--- src/rtl/sieve_pkg.sv ---
package sieve_pkg;

   // Returns the odd prime at position idx (0 -> 3, 1 -> 5, ...).
   function automatic int odd_prime(input int idx);
      int cnt;
      int found;
      bit is_p;
      cnt   = 0;
      found = 0;
      for (int v = 3; v < 8192; v += 2) begin
         is_p = 1'b1;
         for (int d = 3; d * d <= v; d += 2)
            if (v % d == 0) is_p = 1'b0;
         if (is_p && found == 0) begin
            if (cnt == idx) found = v;
            cnt++;
         end
      end
      return found;
   endfunction

endpackage

--- src/rtl/sieve_factor_cell.sv ---
// One divisibility checker: a modulo-FACTOR counter advanced once per
// tested odd value. Its zero lines up with odd multiples of FACTOR.
module sieve_factor_cell #(
   parameter int FACTOR = 3
) (
   input  logic clk,
   input  logic rst,
   input  logic step,
   output logic hit
);
   localparam int CW   = $clog2(FACTOR);
   // Step index at which the tested value equals FACTOR (value = 3 + 2k).
   localparam int K0   = (FACTOR - 3) / 2;
   localparam logic [CW-1:0] INIT = CW'((FACTOR - K0) % FACTOR);
   localparam logic [CW-1:0] TOP  = CW'(FACTOR - 1);

   logic [CW-1:0] cnt;
   logic          armed;   // first zero (the prime itself) already passed
   logic          zero;

   assign zero = (cnt == '0);

   always_ff @(posedge clk) begin
      if (rst) begin
         cnt   <= INIT;
         armed <= 1'b0;
      end else if (step) begin
         cnt <= (cnt == TOP) ? '0 : cnt + 1'b1;
         if (zero) armed <= 1'b1;
      end
   end

   assign hit = zero & armed;

endmodule

--- src/rtl/sieve_delta_enc.sv ---
// Holds the last emitted value and forms the half-gap word.
module sieve_delta_enc #(
   parameter int VAL_W   = 16,
   parameter int DELTA_W = 16
) (
   input  logic               clk,
   input  logic               rst,
   input  logic               take,
   input  logic [VAL_W-1:0]   cur,
   output logic [DELTA_W-1:0] delta
);
   logic [VAL_W-1:0] last;
   logic [VAL_W-1:0] diff;

   always_ff @(posedge clk) begin
      if (rst)       last <= VAL_W'(1);
      else if (take) last <= cur;
   end

   assign diff  = cur - last;
   assign delta = DELTA_W'(diff[VAL_W-1:1]);

endmodule

--- src/rtl/sieve_gen.sv ---
module sieve_gen #(
   parameter int NUM_FACTORS = 4,
   parameter int VAL_W       = 16,
   parameter int DELTA_W     = 16,
   parameter int MAX_VAL     = 4095
) (
   input  logic               clk,
   input  logic               rst,
   input  logic               enable,
   input  logic               buf_full,
   input  logic               out_ready,
   output logic               out_valid,
   output logic [DELTA_W-1:0] out_delta,
   output logic               out_prime,
   output logic               gen_done
);
   localparam int NEXT_P = sieve_pkg::odd_prime(NUM_FACTORS);
   localparam int THRESH = NEXT_P * NEXT_P;

   // Elaboration-time parameter checks.
   if (NUM_FACTORS < 1 || NUM_FACTORS > 32) begin : g_bad_nf
      $error("sieve_gen: NUM_FACTORS out of range");
   end
   if (VAL_W > 30 || MAX_VAL + 2 >= (1 << VAL_W)) begin : g_bad_vw
      $error("sieve_gen: VAL_W cannot hold MAX_VAL");
   end
   if (DELTA_W < 2 || DELTA_W > VAL_W) begin : g_bad_dw
      $error("sieve_gen: DELTA_W out of range");
   end

   logic [VAL_W-1:0]       cur;
   logic [NUM_FACTORS-1:0] hits;
   logic                   active;
   logic                   cand;
   logic                   advance;

   for (genvar g = 0; g < NUM_FACTORS; g++) begin : g_fac
      sieve_factor_cell #(
         .FACTOR (sieve_pkg::odd_prime(g))
      ) u_cell (
         .clk  (clk),
         .rst  (rst),
         .step (advance),
         .hit  (hits[g])
      );
   end

   assign gen_done  = (int'(cur) > MAX_VAL);
   assign active    = enable & ~buf_full & ~gen_done;
   assign cand      = ~|hits;
   assign out_valid = active & cand;
   assign advance   = active & (~cand | out_ready);
   assign out_prime = (int'(cur) < THRESH);

   always_ff @(posedge clk) begin
      if (rst)          cur <= VAL_W'(3);
      else if (advance) cur <= cur + VAL_W'(2);
   end

   sieve_delta_enc #(
      .VAL_W   (VAL_W),
      .DELTA_W (DELTA_W)
   ) u_delta (
      .clk   (clk),
      .rst   (rst),
      .take  (out_valid & out_ready),
      .cur   (cur),
      .delta (out_delta)
   );

endmodule

--- config.mk ---
export PLATFORM = sky130hd
export DESIGN_NAME = sieve_gen
export DESIGN_NICKNAME = d
export VERILOG_FILES = /design/src/rtl/sieve_pkg.sv /design/src/rtl/sieve_factor_cell.sv /design/src/rtl/sieve_delta_enc.sv /design/src/rtl/sieve_gen.sv
export SDC_FILE = /design/constraint.sdc
export NUM_CORES = 1
export LEC_CHECK = 0
export ABC_CLOCK_PERIOD_IN_PS = 2700
export CORE_AREA = 2 2 75 77
export DETAILED_ROUTE_END_ITERATION = 10
export DIE_AREA = 0 0 77 79
export DONT_BUFFER_PORTS = 1
export PLACE_DENSITY = 0.68
export REMOVE_ABC_BUFFERS = 1
export SETUP_SLACK_MARGIN = 0.5
export SYNTH_ARGS = -nofsm -noshare
export SYNTH_HDL_FRONTEND = slang
export SYNTH_SLANG_ARGS = --single-unit
export TNS_END_PERCENT = 20
--- constraint.sdc ---
create_clock -name clk -period 2.7 [get_ports clk]
set_input_delay 0.405 -clock clk [delete_from_list [all_inputs] [get_ports clk]]
set_output_delay 0.405 -clock clk [all_outputs]
set_load 0.02 [all_outputs]
==> flow_metrics.py <==
metrics = {
    "clocking": {
        "root_buffer": "clkbuf_8",
        "cts_tree": "built",
        "cts_buffers": 5,
        "hold_buffers": 0,
        "cts_sinks": 46,
        "cts_buffer_depth": 2,
        "insertion_delay_ps": 300,
        "clkTransAtPathRegs_ps": 90,
        "htree_levels": 2,
    },
    "worst_setup_path": {
        "ff2ff_setup_slack_ps": 310,
        "critPathArrivalTime_ps": 2170,
        "crit_slowest_cell": "fa_2",
        "crit_path_cell_trace": "inv_2, ha_4, fa_2, nor2b_2, o31a_1, o21a_1, nand4b_1, o211ai_1, buf_4",
        "cp_max_fo": 3,
        "required_ps": 2300,
        "cpLargestDelayFamily": "adder cells",
        "regToRegEndpoint": "cur[7]",
        "regToRegStartpoint": "g_fac[1].u_cell.cnt[0]",
        "cp-end-kind": "output port",
        "r2r_cells": 10,
        "cp_slowest_stage_delay_ps": 360,
        "critical_path_class": "register to output port",
        "startpoint_type": "register",
        "critPathBufInv": 2,
    },
    "run_status": {
        "outcome": "complete, no violations",
    },
    "yosys": {
        "synth_seq_cells": 46,
        "synth.avg_cell_area_um2": 8.173,
        "ys_warn_count": 0,
        "netlist_area_mm2": 0.002828,
        "synth-main-ff-cell": "dfxtp_1",
        "synthXorXnorAreaFrac_pct": 3.407,
        "synthDistinctLibCells": 56,
        "synth_mux_area_share_pct": 1.416,
        "synth-simple-area-share_pct": 24.82,
        "synth_fa_ha_area_share_pct": 8.230,
        "synth_top_family_by_area": "simple AND/OR/NAND/NOR gates",
        "yosys-top-cells-area": "dfxtp_1 (33%), ha_1 (7.5%), a21oi_1 (6.5%)",
        "netlist_instances": 346,
        "synth-edff-count": 0,
        "synth-compound-area-share_pct": 23.05,
        "synth_top_cell_by_area": "dfxtp_1",
        "ys_seq_area_share_pct": 32.57,
        "synth-async-reset-ratio_pct": 0,
        "synth.top_cell.area_share_pct": 32.57,
    },
    "detailed_routing": {
        "detailedRoute.firstIterationViolations": 117,
        "drt_pass1_iterations": 4,
        "ant_nets": 0,
        "vias_per_cell": 5.710,
        "wirelength_um": 6220,
        "vias": 2484,
        "wl_per_cell_um": 14.30,
        "drc_errors": 0,
    },
    "global_route": {
        "grt_pass1_wl_um": 10370,
        "antenna_found_initial": 0,
        "grt_max_degree": 51,
        "grt_pass1_vias": 2259,
        "groute.usage.overall_pct": 20.86,
        "grt_overflow": 0,
    },
    "floorplan": {
        "rows": 27,
        "coreArea_mm2": 0.005338,
        "die_area_mm2": 0.006083,
        "start_util_pct": 52.98,
        "die_y_um": 79,
        "ios": 24,
        "die_w_um": 77,
    },
    "pwr": {
        "report.power.total_mw": 1.366,
        "peakVddDrop_uv": 536.3,
        "power_density_mw_per_mm2": 408.7,
        "total_leakage_power_nw": 1.228,
    },
    "run": {
        "max-cap-violations": 0,
    },
    "final_layout": {
        "fin_area_mm2": 0.003343,
        "final_cell_count_no_fill": 435,
        "area_growth_pct": 18.23,
        "drive_above_1_share_pct": 20.39,
        "nNetsFinal": 385,
        "antenna_cells": 0,
    },
    "place": {
        "gp_congestion": 0.7398,
        "dp_hpwl_um": 4103,
        "dp_cells": 417,
        "io_buffers": 0,
        "placed_cell_area_mm2": 0.002998,
    },
    "min_path": {
        "whs_endpoint": "cur[2]",
        "min_path_cells": 1,
        "min-delay-start": "rst",
        "hold_class": "input pin to register",
    },
    "timing": {
        "final_hold_viol_count": 0,
        "clock.fmax_ghz": 0.3887,
        "finClkSkew_ps": 8.869,
        "setup_viol": 0,
        "period_share_pct": 95.29,
        "hold_ws_ps": 159.0,
        "drv_slew": 0,
        "rsz0062_at_grt": "yes",
        "period_needed_ps": 2573,
    },
}
-- state kept, by name, indices dropped and copies added, names as in the netlist --
register / cells
cur: 15
u_delta.last: 15
g_fac.u_cell.cnt: 12
g_fac.u_cell.armed: 4
-- layer usage --
metal	wire length (um)	global-route usage, %	vias up
li1	-	-	1277
met1	2877	26.09	1155
met2	3092	37.11	45
met3	184	3.750	7
met4	65	5.714	0
met5	0	0	-
-- how the worst max path moves through the flow --
| stage | from | end | slack (ps) | depth (start not counted) |
|---|---|---|---|---|
| floorplan | g_fac[1].u_cell.cnt[0] | u_delta.last[3] | -920 | 7 |
| global placement | cur[1] | out_delta[14] | 350 | 9 |
| detailed placement | cur[1] | out_delta[14] | 290 | 9 |
| CTS | cur[1] | out_delta[14] | 140 | 9 |
| global route | cur[1] | out_delta[6] | 7 | 10 |
| finish | cur[1] | out_delta[14] | 130 | 9 |
-- kinds of logic (layout without fill, tap and decap cells) --
group	after synthesis	in the layout
flip-flops	46	46
AND/OR/NAND/NOR	122	122
XOR/XNOR	11	11
AO/OA/AOI/OAI	99	99
adder cells (fa/ha/maj)	18	18
buffers and inverters	45	62
multiplexers	4	4
other	1	1
-- layout make-up --
| class | count | area (um2) |
|---|---|---|
| clock buffer | 7 | 76.32 |
| sequential | 46 | 932.1 |
| multi-input combinational | 255 | 1892 |
| inverter | 26 | 97.59 |
| fill | 483 | 1994 |
| clock inverter | 1 | 30.03 |
| timing repair buffer | 28 | 225.2 |
| tap | 72 | 90.09 |
-- report_power, final --
part           switching, mW  total [mW]  internal [mW]
registers             0.0164       0.708          0.691
clock network          0.225       0.502          0.277
logic                 0.0872       0.156         0.0687
total                  0.329        1.37           1.04
-- what timing repair did --
action	CTS	global route
gates resized for setup	30	10
setup endpoints to repair	48	29
buffers inserted	7	1
pin swaps	15	6
cloned	2	0
-- cells in the final DEF, fill, tap and decap left out, drive strengths merged, types with 5 or more instances in the layout --
| master | n |
|---|---|
| o31ai | 5 |
| ha | 17 |
| nor2b | 8 |
| xnor2 | 8 |
| o21ai | 14 |
| a21o | 8 |
| nand2 | 26 |
| a21oi | 37 |
| a211o | 7 |
| nand3 | 11 |
| dfxtp | 46 |
| nand2b | 10 |
| nor2 | 17 |
| nor3 | 10 |
| buf | 28 |
| nor4 | 5 |
| or4 | 6 |
| inv | 26 |
| o21a | 5 |
| nand3b | 7 |
| clkbuf | 7 |
-- per-stage QoR --
stage | util, % | setup TNS [ps] | setup WS (ps)
finish | 62.63 | 0 | 127.2
CTS | 61.72 | 0 | 145.0
detailed placement | 56.17 | 0 | 285.1
global placement | 56.17 | 0 | 346.6
global route | 62.63 | 0 | 7.111
floorplan | - | -10940 | -919.4
-- cell usage after synthesis (all sizes together) (2+ instances only) --
library cell	number
xnor2	8
nand2b	10
dfxtp	46
nand2	26
o21ai	14
and2	2
nor3	10
mux2i	4
nor2b	8
a211oi	4
a21oi	37
clkbuf	11
or3	2
nor3b	4
nor2	17
or4	6
a211o	7
a31oi	2
nand4	2
nand3	11
inv	26
a21bo	2
buf	8
a21o	8
xor2	3
nor4	5
nand3b	7
o21a	5
nand4b	4
ha	17
nor4b	2
o211ai	4
o31ai	5
a311oi	2
(Power assumes the default switching activity.)
